$ cat src/rtl/qrd_pkg.sv
// Shared register indices, control bit positions and sequencer states.
// Assumes a 3-bit register index space.
package qrd_pkg;

    localparam logic [2:0] REG_CTRL  = 3'd0;
    localparam logic [2:0] REG_ADDR  = 3'd1;
    localparam logic [2:0] REG_COUNT = 3'd2;
    localparam logic [2:0] REG_INSTR = 3'd3;
    localparam logic [2:0] REG_LEVEL = 3'd4;
    localparam logic [2:0] REG_PART  = 3'd5;

    localparam int CTRL_GO    = 0;
    localparam int CTRL_ABORT = 1;
    localparam int CTRL_BUSY  = 2;
    localparam int CTRL_DONE  = 5;

    typedef enum logic [2:0] {
        ST_IDLE,
        ST_CMD,
        ST_DUMMY,
        ST_DATA,
        ST_FIN
    } qrd_state_e;

    // Cycles per data byte minus one for a lane code.
    function automatic logic [4:0] byte_cycles_m1(input logic [1:0] lane);
        case (lane)
            2'd0:    return 5'd7;
            2'd1:    return 5'd3;
            2'd2:    return 5'd1;
            default: return 5'd0;
        endcase
    endfunction

endpackage

$ cat src/rtl/qrd_fifo.sv
// Word FIFO with flush. Assumes DEPTH is a power of two and that the
// writer never pushes when full (pushes when full are dropped).
module qrd_fifo #(
    parameter int DEPTH = 16,
    parameter int W     = 32
) (
    input  logic                      clk,
    input  logic                      rst_n,
    input  logic                      flush,
    input  logic                      push,
    input  logic [W-1:0]              wdata,
    input  logic                      pop,
    output logic [W-1:0]              head,
    output logic [$clog2(DEPTH):0]    level
);
    localparam int AW = $clog2(DEPTH);

    logic [W-1:0]  mem [DEPTH];
    logic [AW-1:0] wp, rp;
    logic [AW:0]   cnt;
    logic          do_push, do_pop;

    assign do_push = push && (cnt != (AW+1)'(DEPTH));
    assign do_pop  = pop && (cnt != '0);
    assign head    = mem[rp];
    assign level   = cnt;

    // Storage array write.
    always_ff @(posedge clk) begin
        if (do_push) mem[wp] <= wdata;
    end

    // Pointer and occupancy tracking.
    always_ff @(posedge clk) begin
        if (!rst_n || flush) begin
            wp  <= '0;
            rp  <= '0;
            cnt <= '0;
        end else begin
            if (do_push) wp <= wp + 1'b1;
            if (do_pop)  rp <= rp + 1'b1;
            cnt <= cnt + (AW+1)'(do_push) - (AW+1)'(do_pop);
        end
    end
endmodule

$ cat src/rtl/qrd_packer.sv
// Packs bytes little-endian into words; emits a word when full or on the
// last byte of a transfer, upper bytes zero. Assumes WB >= 2.
module qrd_packer #(
    parameter int WB = 4
) (
    input  logic              clk,
    input  logic              rst_n,
    input  logic              flush,
    input  logic              vld,
    input  logic [7:0]        byte_in,
    input  logic              last,
    output logic              push,
    output logic [8*WB-1:0]   word
);
    localparam int FW = $clog2(WB);

    logic [8*WB-1:0] acc;
    logic [FW-1:0]   fill;

    assign push = vld && ((fill == FW'(WB-1)) || last);
    assign word = acc | ((8*WB)'(byte_in) << {fill, 3'b000});

    // Accumulate bytes until a word is emitted.
    always_ff @(posedge clk) begin
        if (!rst_n || flush) begin
            acc  <= '0;
            fill <= '0;
        end else if (vld) begin
            if (push) begin
                acc  <= '0;
                fill <= '0;
            end else begin
                acc  <= word;
                fill <= fill + 1'b1;
            end
        end
    end
endmodule

$ cat src/rtl/qrd_seq.sv
// Transfer sequencer: command bytes on one lane (8 cycles each), dummy
// cycles, then data byte periods sized by the lane code, then one cycle
// with chip-select released. Latches the setup at start.
module qrd_seq #(
    parameter int CNT_W = 16
) (
    input  logic             clk,
    input  logic             rst_n,
    input  logic             go,
    input  logic             abort,
    input  logic [7:0]       opcode,
    input  logic [31:0]      addr,
    input  logic [1:0]       adr_m1,
    input  logic [4:0]       dummy,
    input  logic [1:0]       lane,
    input  logic [CNT_W-1:0] count,
    input  logic             space_ok,
    output logic             busy,
    output logic             cs_n,
    output logic             tx_valid,
    output logic [7:0]       tx_byte,
    output logic             take,
    output logic             last,
    output logic             fin
);
    import qrd_pkg::*;

    qrd_state_e       st;
    logic [4:0]       cyc;
    logic [2:0]       bidx, nb_m1;
    logic [39:0]      sr;
    logic [1:0]       lane_q;
    logic [4:0]       dummy_q;
    logic [CNT_W-1:0] remain;
    logic [1:0]       sh;
    logic [4:0]       cpb_m1;

    assign sh       = 2'd3 - adr_m1;
    assign cpb_m1   = byte_cycles_m1(lane_q);
    assign busy     = (st != ST_IDLE);
    assign cs_n     = !((st == ST_CMD) || (st == ST_DUMMY) || (st == ST_DATA));
    assign tx_valid = (st == ST_CMD);
    assign tx_byte  = sr[39:32];
    assign take     = (st == ST_DATA) && (cyc == cpb_m1) && space_ok && !abort;
    assign last     = take && (remain == CNT_W'(1));
    assign fin      = (st == ST_FIN) && !abort;

    // Phase state machine and counters.
    always_ff @(posedge clk) begin
        if (!rst_n) begin
            st      <= ST_IDLE;
            cyc     <= '0;
            bidx    <= '0;
            nb_m1   <= '0;
            sr      <= '0;
            lane_q  <= '0;
            dummy_q <= '0;
            remain  <= '0;
        end else if (abort) begin
            st  <= ST_IDLE;
            cyc <= '0;
        end else begin
            case (st)
                ST_IDLE: if (go) begin
                    sr      <= {opcode, addr << {sh, 3'b000}};
                    nb_m1   <= {1'b0, adr_m1} + 3'd1;
                    bidx    <= '0;
                    cyc     <= '0;
                    lane_q  <= lane;
                    dummy_q <= dummy;
                    remain  <= count;
                    st      <= ST_CMD;
                end
                ST_CMD: if (cyc == 5'd7) begin
                    cyc  <= '0;
                    sr   <= sr << 8;
                    bidx <= bidx + 3'd1;
                    if (bidx == nb_m1) begin
                        if (dummy_q != '0)      st <= ST_DUMMY;
                        else if (remain != '0)  st <= ST_DATA;
                        else                    st <= ST_FIN;
                    end
                end else begin
                    cyc <= cyc + 5'd1;
                end
                ST_DUMMY: if (cyc == dummy_q - 5'd1) begin
                    cyc <= '0;
                    st  <= (remain != '0) ? ST_DATA : ST_FIN;
                end else begin
                    cyc <= cyc + 5'd1;
                end
                ST_DATA: if (cyc == cpb_m1) begin
                    if (space_ok) begin
                        cyc    <= '0;
                        remain <= remain - CNT_W'(1);
                        if (remain == CNT_W'(1)) st <= ST_FIN;
                    end
                end else begin
                    cyc <= cyc + 5'd1;
                end
                ST_FIN:  st <= ST_IDLE;
                default: st <= ST_IDLE;
            endcase
        end
    end
endmodule

$ cat src/rtl/qrd_engine.sv
// Indirect flash read engine top: register file, sequencer, byte packer
// and word FIFO. Assumes the partition is changed only while idle and
// empty, and WB*8 equals 32 for the pop port.
module qrd_engine #(
    parameter int DEPTH = 16,
    parameter int WB    = 4,
    parameter int CNT_W = 16
) (
    input  logic        clk,
    input  logic        rst_n,
    input  logic        reg_wr,
    input  logic [2:0]  reg_addr,
    input  logic [31:0] reg_wdata,
    output logic [31:0] reg_rdata,
    input  logic        pop,
    output logic [31:0] pop_data,
    output logic        fl_cs_n,
    output logic        fl_tx_valid,
    output logic [7:0]  fl_tx_byte,
    output logic        fl_rx_take,
    input  logic [7:0]  fl_rx_byte
);
    import qrd_pkg::*;

    localparam int LVL_W = $clog2(DEPTH) + 1;
    localparam int DW    = 8 * WB;

    logic [31:0]      addr_q;
    logic [CNT_W-1:0] cnt_q;
    logic [16:0]      instr_q;
    logic [LVL_W-1:0] part_q, lvl;
    logic             done_q, busy, fin, last, push, go, abort, ctrl_wr;
    logic [DW-1:0]    word, head;

    assign ctrl_wr = reg_wr && (reg_addr == REG_CTRL);
    assign abort   = ctrl_wr && reg_wdata[CTRL_ABORT];
    assign go      = ctrl_wr && reg_wdata[CTRL_GO] && !busy;

    // Setup registers written by the host.
    always_ff @(posedge clk) begin
        if (!rst_n) begin
            addr_q  <= '0;
            cnt_q   <= '0;
            instr_q <= '0;
            part_q  <= LVL_W'(DEPTH / 2);
        end else if (reg_wr) begin
            case (reg_addr)
                REG_ADDR:  addr_q  <= reg_wdata;
                REG_COUNT: cnt_q   <= reg_wdata[CNT_W-1:0];
                REG_INSTR: instr_q <= reg_wdata[16:0];
                REG_PART:  part_q  <= (reg_wdata[15:0] > 16'(DEPTH)) ?
                                      LVL_W'(DEPTH) : reg_wdata[LVL_W-1:0];
                default: ;
            endcase
        end
    end

    // Done flag: set on completion, cleared by writing one.
    always_ff @(posedge clk) begin
        if (!rst_n)                             done_q <= 1'b0;
        else if (fin)                           done_q <= 1'b1;
        else if (ctrl_wr && reg_wdata[CTRL_DONE]) done_q <= 1'b0;
    end

    // Register read multiplexer.
    always_comb begin
        reg_rdata = '0;
        case (reg_addr)
            REG_CTRL: begin
                reg_rdata[CTRL_BUSY] = busy;
                reg_rdata[CTRL_DONE] = done_q;
            end
            REG_ADDR:  reg_rdata = addr_q;
            REG_COUNT: reg_rdata = 32'(cnt_q);
            REG_INSTR: reg_rdata = 32'(instr_q);
            REG_LEVEL: reg_rdata = 32'(lvl);
            REG_PART:  reg_rdata = 32'(part_q);
            default:   reg_rdata = '0;
        endcase
    end

    qrd_seq #(.CNT_W(CNT_W)) u_seq (
        .clk(clk), .rst_n(rst_n), .go(go), .abort(abort),
        .opcode(instr_q[7:0]), .addr(addr_q), .adr_m1(instr_q[16:15]),
        .dummy(instr_q[14:10]), .lane(instr_q[9:8]), .count(cnt_q),
        .space_ok(lvl < part_q), .busy(busy), .cs_n(fl_cs_n),
        .tx_valid(fl_tx_valid), .tx_byte(fl_tx_byte), .take(fl_rx_take),
        .last(last), .fin(fin)
    );

    qrd_packer #(.WB(WB)) u_pack (
        .clk(clk), .rst_n(rst_n), .flush(abort), .vld(fl_rx_take),
        .byte_in(fl_rx_byte), .last(last), .push(push), .word(word)
    );

    qrd_fifo #(.DEPTH(DEPTH), .W(DW)) u_fifo (
        .clk(clk), .rst_n(rst_n), .flush(abort), .push(push), .wdata(word),
        .pop(pop), .head(head), .level(lvl)
    );

    assign pop_data = 32'(head);
endmodule

$ cat config.mk
export PLATFORM = sky130hd
export DESIGN_NAME = qrd_engine
export DESIGN_NICKNAME = d
export VERILOG_FILES = /design/src/rtl/qrd_pkg.sv /design/src/rtl/qrd_fifo.sv /design/src/rtl/qrd_packer.sv /design/src/rtl/qrd_seq.sv /design/src/rtl/qrd_engine.sv
export SDC_FILE = /design/constraint.sdc
export NUM_CORES = 1
export LEC_CHECK = 0
export BUFFER_PORTS_ARGS = -buffer_cell sky130_fd_sc_hd__clkbuf_2
export CORE_MARGIN = 10
export CORE_UTILIZATION = 57
export DETAILED_ROUTE_END_ITERATION = 8
export PLACE_DENSITY_LB_ADDON = 0.25
export REMOVE_ABC_BUFFERS = 1
export SLEW_MARGIN = 40
export SYNTH_ARGS = -nofsm -noshare
export SYNTH_HDL_FRONTEND = slang
export SYNTH_SLANG_ARGS = --single-unit
$ cat constraint.sdc
create_clock -name clk -period 11.4 [get_ports clk]
set_clock_uncertainty 0.05 [all_clocks]
set_input_delay 0.57 -clock clk [delete_from_list [all_inputs] [get_ports clk]]
set_output_delay 0.57 -clock clk [all_outputs]
set_load 0.02 [all_outputs]
==> impl_metrics.json, run 1 <==
{
  "synthFlopType": "edfxtp_1",
  "p_per_area_nw_per_um2": 187,
  "port_buffers": 121,
  "synth_common_cells": "512 x edfxtp_1, 246 x nand2_1, 199 x dfxtp_1, 165 x a21oi_1, 161 x mux4_2",
  "place_worst_setup_slack_ps": 7320,
  "nets": 2153,
  "wl_per_cell_um": 24.2,
  "yosys_warnings": 0,
  "rsz0062_at_grt": "no",
  "drv_slew": 0,
  "die_height_um": 247,
  "synth.distinct_cells": 71,
  "drtPass1Iterations": 7,
  "area_delta_synth_final_pct": 11.6,
  "clk_pin_slew_ps": 60,
  "grt_usage_pct": 22.6,
  "h-tree-depth": 3,
  "hold_path.class": "input pin to flip-flop",
  "p_clk_share_pct": 37.7,
  "p_int_mw": 4.58,
  "cp_data_required_time_ps": 11810,
  "synth_top_area_cell": "edfxtp_1",
  "drtIter0Drc": 1670,
  "cts_setup_buffers": 0,
  "arrival_ps": 4340,
  "crit_fanout": 39,
  "io_pins": 122,
  "tns_ps": 0,
  "netSwitchingPower_mw": 1.55,
  "start_util_pct": 57.4,
  "vias_per_cell": 6.20,
  "worstSetupPathType": "flip-flop to flip-flop",
  "clk_latency_ps": 620,
  "hold_violations": 0,
  "dieArea_um2": 61000,
  "dp_cells": 2683,
  "crit_path_end_kind": "flip-flop",
  "fmaxAchievable_ghz": 0.254,
  "fin_ws_ps": 7460,
  "ys_seq_area_share_pct": 65.9,
  "hold_buffers": 0,
  "syn_area_per_cell_um2": 14.6,
  "ys_ff_latch": 711,
  "setup_viol": 0,
  "synth_area_um2": 29400,
  "period_share_pct": 34.5,
  "grt-ovfl-total": 0,
  "vias": 17468,
  "synthDominantCellAreaShare_pct": 52.3,
  "grt_pass1_vias": 17623,
  "grt_antenna_before_repair": 0,
  "finalWeightedCongestion": 0.930,
  "synth_edf_count": 512,
  "leakagePower_nw": 11.0,
  "synthArstFlopShare_pct": 0,
  "drc": 0,
  "layout_min_cycle_time_ps": 3940,
  "peakVddDrop_v": 0.000157,
  "diodes": 0,
  "critPathLaunchType": "flip-flop",
  "tightest_slew_ps": 835,
  "power_frac_seq_pct": 46.1,
  "final_cells": 2816,
  "slew-limit-headroom_pct": 44.1,
  "pwr-share-comb_pct": 16.2,
  "drive_gt1_share_pct": 21.4,
  "rows": 83,
  "drt-total-wl_um": 68300,
  "maxCapViolations": 0,
  "status": "completed",
  "yosys-top-cells-area": "edfxtp_1 52%, dfxtp_1 14%, mux4_2 12%, nand2_1 3.1%, a21oi_1 2.8%",
  "numCtsBuffers": 72,
  "grt_pass1_wl_um": 105000,
  "synthCells": 2009,
  "core_um2": 51200,
  "cts.repair.resized": 0,
  "grt_max_degree": 69,
  "die_w_um": 247,
  "clockRootBuffer": "clkbuf_16",
  "cts_tree": "done",
  "dp_hpwl_um": 40500,
  "cts.sink_count": 711,
  "detail-route-antenna-nets": 0,
  "yosysMostFrequentCell": "edfxtp_1",
  "switching_share_pct": 25.3,
  "clockBufferDepth": 3
}
kinds of logic (layout without fill, tap and decap cells):
group                    Yosys count  after routing  synth area share [%]
buffers and inverters            174            301                  2.52
adder cells (fa/ha/maj)           27             27                  1.18
flip-flops                       711            711                  65.9
XOR/XNOR                          18             18                 0.537
AND/OR/NAND/NOR                  521            521                  8.24
AO/OA/AOI/OAI                    346            346                  7.52
multiplexers                     212            212                  14.1
worst paths after layout:
kind,startpoint,slack [ps],depth (start not counted),endpoint
worst max-delay path,u_seq.st[1],7460,12,u_fifo.level[4]
worst min-delay path,reg_wdata[31],130,3,addr_q[31]
worst max register to register,u_seq.st[1],7460,12,u_fifo.level[4]
worst min register to register,u_seq.sr[19],400,2,u_seq.sr[19]
cell usage in the layout (no fill, tap or decap), types with 24 or more instances in the layout:
| cell | instances |
|---|---|
| o21ai_0 | 40 |
| a21o_1 | 35 |
| clkbuf_16 | 73 |
| ha_1 | 26 |
| a21oi_1 | 165 |
| dfxtp_1 | 195 |
| and3_1 | 24 |
| nor2_1 | 131 |
| clkbuf_2 | 120 |
| clkbuf_1 | 25 |
| inv_1 | 28 |
| nand3_1 | 25 |
| edfxtp_1 | 512 |
| mux2i_1 | 42 |
| nand2_1 | 244 |
| mux4_2 | 161 |
registers in the layout (all words and copies together) (netlist names), named ones only:
signal,count
u_fifo.level,5
u_seq.dummy_q,5
part_q,5
done_q,1
u_seq.lane_q,2
u_seq.nb_m1,3
addr_q,32
instr_q,17
u_seq.st,3
cnt_q,16
u_seq.bidx,3
u_pack.fill,2
u_seq.sr,40
u_pack.acc,32
u_fifo.mem,512
u_fifo.wp,4
u_fifo.rp,4
u_seq.remain,16
u_seq.cyc,5
through the flow:
stage               hold slack (ps)  area, um^2  utilization (%)  total power [mW]
floorplan                       382       28800                -              3.70
global placement                388       30400             59.3              3.86
detailed placement              395       30400             59.5              3.88
CTS                             105       32800             64.0              6.17
global route                    133       32800             64.1              6.35
finish                          130       32800             64.1              6.13
worst max-delay path, cell delays in order (launching register included):
cell     delay, ps
dfxtp_1        550
inv_1          150
or2_2          590
or3_4          620
nor4_2         590
ha_1           280
inv_1           60
fa_1           430
inv_1           80
a21oi_1         80
nor2_1         120
or3_1          120
a21oi_1         60
routing by layer:
layer	share of wire (%)	track usage [%]	up-vias	wire length [um]
li1	-	-	7808	-
met2	51	38.6	650	34800
met1	40	29.5	8908	27600
met3	6.4	3.91	102	4400
met4	2.2	6.19	0	1490
met5	0	0	-	0
area by class of cell:
cell class / count / area, um^2
multi-input combinational: 1124 / 9380
fill: 3632 / 18400
clock inverter: 31 / 363
tap: 680 / 851
inverter: 30 / 115
sequential: 711 / 19400
clock buffer: 100 / 1950
timing repair buffer: 140 / 773
power by group through the flow:
stage | clock, mW | combinational, mW | sequential [mW]
2_1_floorplan | 0 | 0.741 | 2.96
3_3_place_gp | 0 | 0.953 | 2.90
3_5_place_dp | 0 | 0.971 | 2.91
4_1_cts | 2.34 | 0.978 | 2.85
5_1_grt | 2.46 | 1.07 | 2.83
6_report | 2.31 | 0.991 | 2.83
(Power assumes the default switching activity.)
==> run 2, diff against run 1 <==
==> constraint.sdc (replaced) <==
create_clock -name clk -period 3.8 [get_ports clk]
set_clock_uncertainty 0.05 [all_clocks]
set_input_delay 0.19 -clock clk [delete_from_list [all_inputs] [get_ports clk]]
set_output_delay 0.19 -clock clk [all_outputs]
set_load 0.02 [all_outputs]
==> run 2 against run 1 <==
Net effect: non-clock buffer count increased by 76; global-route usage rose by 0.86 points; clock power rose to 3.0 times the previous value; power rose to 2.9 times the previous value; sequential power increased to 3.0 times the previous value; die area did not move; first-iteration DRC count decreased by 4.0%; via count up 2.9%; critical path type unchanged; critical endpoint unchanged; highest routed layer unchanged.
==> impl_metrics.json, run 2 (same netlist as run 1, synthesis figures left out) <==
{
  "rows": 83,
  "cts.sink_count": 711,
  "peakVddDrop_v": 0.000326,
  "die_height_um": 247,
  "port_buffers": 121,
  "cts_setup_buffers": 0,
  "p_total_mw": 17.8,
  "cts_tree": "done",
  "dp_hpwl_um": 42700,
  "fmaxAchievable_ghz": 0.310,
  "cp-endpoint": "u_fifo.level[4]",
  "period_share_pct": 84.9,
  "area_delta_synth_final_pct": 14.3,
  "tns_ps": 0,
  "start_util_pct": 57.4,
  "grt_max_degree": 80,
  "path_cells": "nor4_1 > and4_1 > o21ai_1 > nor4_1 > buf_4 > ha_1 > inv_1 > fa_1 > inv_1 > a21oi_1 > nor2_1 > or3_1 > a21oi_1",
  "rr_worst_depth": 13,
  "final_common_cell": "edfxtp_1",
  "crit_fanout": 13,
  "numCtsBuffers": 72,
  "h-tree-depth": 3,
  "rsz0062_at_grt": "no",
  "grt_pass1_wl_um": 108000,
  "diodes": 0,
  "rr_endpoint": "u_fifo.level[4]",
  "drc": 0,
  "critical_path.slowest_cell": "nor4_1",
  "startpoint": "u_seq.remain[8]",
  "grt-ovfl-total": 0,
  "drtIter0Drc": 1604,
  "status": "completed",
  "tightest_slew_ps": 844,
  "hold_violations": 0,
  "hold_path.class": "input pin to flip-flop",
  "drtPass1Iterations": 5,
  "core_um2": 51200,
  "wl_per_cell_um": 24.7,
  "die_w_um": 247,
  "nets": 2229,
  "grt_antenna_before_repair": 0,
  "maxCapViolations": 0,
  "io_pins": 122,
  "leakagePower_nw": 10.7,
  "dieArea_um2": 61000,
  "p_per_area_nw_per_um2": 530,
  "vias": 17979,
  "layout_min_cycle_time_ps": 3230,
  "clk_latency_ps": 610,
  "worstSetupPathType": "flip-flop to flip-flop",
  "grt_pass1_vias": 17952,
  "top_regs": "u_fifo.mem (512), u_seq.sr (40)",
  "slew-limit-headroom_pct": 43.6,
  "largest_reg_flops": 512,
  "grt_usage_pct": 23.5,
  "finalWeightedCongestion": 0.948,
  "drive_gt1_share_pct": 22.2,
  "drt-total-wl_um": 71300,
  "cts.repair.resized": 0,
  "cpPeakStageDelay_ps": 540,
  "critPathLaunchType": "flip-flop",
  "cp_data_required_time_ps": 4200,
  "crit_path_end_kind": "flip-flop",
  "hold_buffers": 40,
  "vias_per_cell": 6.22,
  "clockRootBuffer": "clkbuf_16",
  "drv_slew": 0,
  "clk_pin_slew_ps": 60,
  "arrival_ps": 3620,
  "detail-route-antenna-nets": 0,
  "clockBufferDepth": 3,
  "r2r_start": "u_seq.remain[8]",
  "top_register": "u_fifo.mem",
  "layout_common_cells": "512 x edfxtp_1, 246 x nand2_1, 195 x dfxtp_1, 165 x a21oi_1, 161 x mux4_2",
  "r2r_slack_ps": 570,
  "nFillCells": 3492,
  "setup_viol": 0
}
==> run 2: worst min-delay path by stage <==
stage	start	endpoint	slack [ps]	cells after the start
5_1_grt	reg_wdata[1]	cnt_q[1]	50	3
2_1_floorplan	rst_n	u_seq.remain[9]	260	1
4_1_cts	reg_wdata[1]	addr_q[1]	20	3
6_report	reg_wdata[1]	addr_q[1]	60	3
3_3_place_gp	reg_wdata[31]	addr_q[31]	360	3
3_5_place_dp	reg_wdata[23]	addr_q[23]	370	3
==> run 2: routing by layer <==
metal / part of all wire, % / GRT usage, %
met3: 6.8 / 4.19
met4: 2.9 / 8.52
met2: 50 / 39.3
met5: 0 / 0
met1: 40 / 30.4
==> run 2: worst max-delay path, delay by kind of cell (launching register included) <==
kind | cells | cell delay [ps]
AOI/OAI and AO/OA | 3 | 280
buffers and inverters | 3 | 360
adders and majority gates | 2 | 600
and+or+nand+nor | 5 | 1410
DFF | 1 | 370
==> run 2: power by group <==
group          switching [mW]  leakage, nW  internal [mW]
Sequential              0.189         5.68           8.30
Clock                    2.90         1.12           4.03
Combinational            1.27         3.92           1.10
==> run 2: per-stage QoR <==
step / util (%) / setup slack (ps) / hold WS [ps] / area [um^2] / instances
floorplan: - / -2940 / 257 / 28800 / 1865
global placement: 60.3 / 672 / 362 / 30900 / 2721
detailed placement: 60.3 / 623 / 373 / 30900 / 2721
CTS: 65.6 / 496 / 15.6 / 33600 / 2892
global route: 65.6 / 310 / 46.3 / 33600 / 2892
finish: 65.6 / 573 / 60.5 / 33600 / 2892
==> run 2: layout make-up <==
class                           instances  area (um^2)  share of cell area [%]
Multi-Input combinational cell       1124         9320                    27.8
Clock inverter                         33          318                   0.946
Tap cell                              680          851                    2.53
Timing Repair Buffer                  216         1630                    4.84
Inverter                               30          114                   0.339
Clock buffer                           98         1990                    5.92
Sequential cell                       711        19400                    57.7
==> run 3, diff against run 2 <==
--- a/config.mk
+++ b/config.mk
@@ -7,7 +7,7 @@
 export LEC_CHECK = 0
 export BUFFER_PORTS_ARGS = -buffer_cell sky130_fd_sc_hd__clkbuf_2
 export CORE_MARGIN = 10
-export CORE_UTILIZATION = 57
+export CORE_UTILIZATION = 56
 export DETAILED_ROUTE_END_ITERATION = 8
 export PLACE_DENSITY_LB_ADDON = 0.25
 export REMOVE_ABC_BUFFERS = 1
==> constraint.sdc (replaced) <==
create_clock -name clk -period 2.7 [get_ports clk]
set_clock_uncertainty 0.05 [all_clocks]
set_input_delay 0.135 -clock clk [delete_from_list [all_inputs] [get_ports clk]]
set_output_delay 0.135 -clock clk [all_outputs]
set_load 0.02 [all_outputs]
==> run 3 against run 2 <==
Net effect: the run now ends with setup timing left; sequential cell count is the same; power increased by 58%; first-iteration DRC count grew 35%; cell count is 4.0% higher.
==> impl_metrics.json, run 3 (same netlist as run 1, synthesis figures left out) <==
{
  "vias": 18999,
  "fmaxAchievable_ghz": 0.354,
  "cts_tree": "done",
  "leakagePower_nw": 12.0,
  "numCtsBuffers": 72,
  "drtIter0Drc": 2160,
  "maxCapViolations": 0,
  "arrival_ps": 2640,
  "r2r_slack_ps": -120,
  "grt_antenna_before_repair": 0,
  "area_delta_synth_final_pct": 21.0,
  "drtPass1Iterations": 6,
  "cpPeakStageDelay_ps": 570,
  "r2r_start": "part_q[2]",
  "die_height_um": 249,
  "period_share_pct": 105,
  "clk_pin_slew_ps": 60,
  "io_pins": 122,
  "finalWeightedCongestion": 0.927,
  "grt_pass1_vias": 19279,
  "tightest_slew_ps": 815,
  "rsz0062_at_grt": "yes",
  "dp_hpwl_um": 46400,
  "slew-limit-headroom_pct": 45.7,
  "vias_per_cell": 6.32,
  "netSwitchingPower_mw": 7.35,
  "largest_reg_flops": 512,
  "nets": 2342,
  "peakVddDrop_v": 0.000498,
  "cp_data_required_time_ps": 2520,
  "grt_max_degree": 59,
  "die_w_um": 249,
  "rows": 83,
  "hold_path.class": "input pin to flip-flop",
  "finish.utilization_pct": 68.9,
  "diodes": 0,
  "grt_usage_pct": 25.6,
  "worstHoldPathCells": 5,
  "pwr-share-comb_pct": 21.3,
  "p_int_mw": 20.8,
  "grt-ovfl-total": 0,
  "drv_slew": 0,
  "clockBufferDepth": 3,
  "crit_path_end_kind": "primary output",
  "rr_endpoint": "u_fifo.level[4]",
  "drc": 0,
  "hp-start": "pop",
  "setup_viol": 89,
  "h-tree-depth": 3,
  "core_um2": 51600,
  "ff_latch_area_um2": 19400,
  "status": "complete, but fails checks",
  "grt_pass1_wl_um": 121000,
  "p_per_area_nw_per_um2": 793,
  "detail-route-antenna-nets": 0,
  "cts.sink_count": 711,
  "multi_input_area_um2": 9380,
  "critPathLaunchType": "flip-flop",
  "clk_latency_ps": 620,
  "top_register": "u_fifo.mem",
  "violations": "setup timing",
  "start_util_pct": 56.9,
  "layout_common_cells": "512 x edfxtp_1, 246 x nand2_1, 188 x dfxtp_1, 164 x a21oi_1, 161 x mux4_2",
  "drt-total-wl_um": 81900,
  "place_worst_setup_slack_ps": -188,
  "drive_gt1_share_pct": 26.8,
  "hold_violations": 0,
  "crit_fanout": 11,
  "critical_path.slowest_cell": "mux4_2",
  "p_clk_share_pct": 36.8,
  "worstSetupPathType": "flip-flop to primary output",
  "top_regs": "u_fifo.mem (512), u_seq.sr (40)",
  "port_buffers": 121,
  "dieArea_um2": 62000,
  "fin_ws_ps": -127,
  "switching_share_pct": 26.1,
  "path_cells": "buf_12 > buf_12 > mux4_2 > mux4_2 > buf_2",
  "nFillCells": 3329,
  "timing.hold.ws_ps": 111,
  "layout_min_cycle_time_ps": 2830,
  "power_frac_seq_pct": 41.9,
  "clockRootBuffer": "clkbuf_16",
  "rr_worst_depth": 15,
  "wl_per_cell_um": 27.2,
  "final_common_cell": "edfxtp_1"
}
[run 3: cell count changes in the layout (fill, tap and decap cells not counted), sizes merged]
cell | previous run | this run
bufinv | 5 | 8
clkinv | 23 | 29
clkbuf | 219 | 192
dlygate4sd3 | 40 | 43
buf | 55 | 188
inv | 32 | 30
clkinvlp | 3 | 2
[run 3: how the worst max path moves through the flow]
stage | end | slack [ps] | cells past startpoint
global placement | u_fifo.level[4] | -70 | 14
global route | u_fifo.level[4] | -180 | 15
detailed placement | u_fifo.level[4] | -190 | 14
CTS | pop_data[31] | -170 | 6
floorplan | pop_data[0] | -3980 | 2
finish | pop_data[17] | -130 | 5
[run 3: what timing repair did]
action                                  in CTS  in global routing
setup buffers                               23                  3
resized for setup                           57                 81
cloned                                      12                  8
pin swaps                                   10                 16
endpoints found under the hold margin      131                  0
endpoints found under the setup margin     112                232
hold buffers                                43                  0
[run 3: area by class of cell]
type                            count  area share, %
Multi-Input combinational cell   1124           26.4
Sequential cell                   711           54.5
Tap cell                          680           2.39
Clock inverter                     39           1.25
Inverter                           30          0.320
Clock buffer                       94           5.60
Timing Repair Buffer              329           9.54
[run 3: metrics by stage]
| stage | total power, mW | area, um^2 | setup TNS, ps | std cells |
|---|---|---|---|---|
| after floorplan | 15.1 | 28800 | -751250 | 1865 |
| after global placement | 16.8 | 31700 | -73.5 | 2790 |
| after detailed placement | 16.9 | 31700 | -283 | 2790 |
| after CTS | 27.9 | 35300 | -5980 | 3001 |
| after global routing | 29.0 | 35500 | -9280 | 3007 |
| final | 28.2 | 35500 | -4310 | 3007 |
[run 3: worst max-delay path: cells and delay by family, from the launching register on]
family / cells / cell delay, ps
mux: 2 / 1040
buf+inv: 3 / 550
flops: 1 / 410
[run 3: per-layer routing]
| metal | up-vias | GRT usage (%) | wire, um |
|---|---|---|---|
| met5 | - | 0 | 0 |
| met2 | 1044 | 43.9 | 42300 |
| met4 | 0 | 10.2 | 2760 |
| met1 | 9544 | 31.4 | 30400 |
| met3 | 187 | 5.11 | 6460 |
| li1 | 8224 | - | - |
[run 3: power groups by stage]
stage / combinational (mW) / clock, mW / sequential, mW
2_1_floorplan: 2.70 / 0 / 12.4
6_report: 6.01 / 10.4 / 11.8
3_3_place_gp: 4.71 / 0 / 12.1
3_5_place_dp: 4.76 / 0 / 12.1
5_1_grt: 6.33 / 10.9 / 11.8
4_1_cts: 5.71 / 10.4 / 11.8
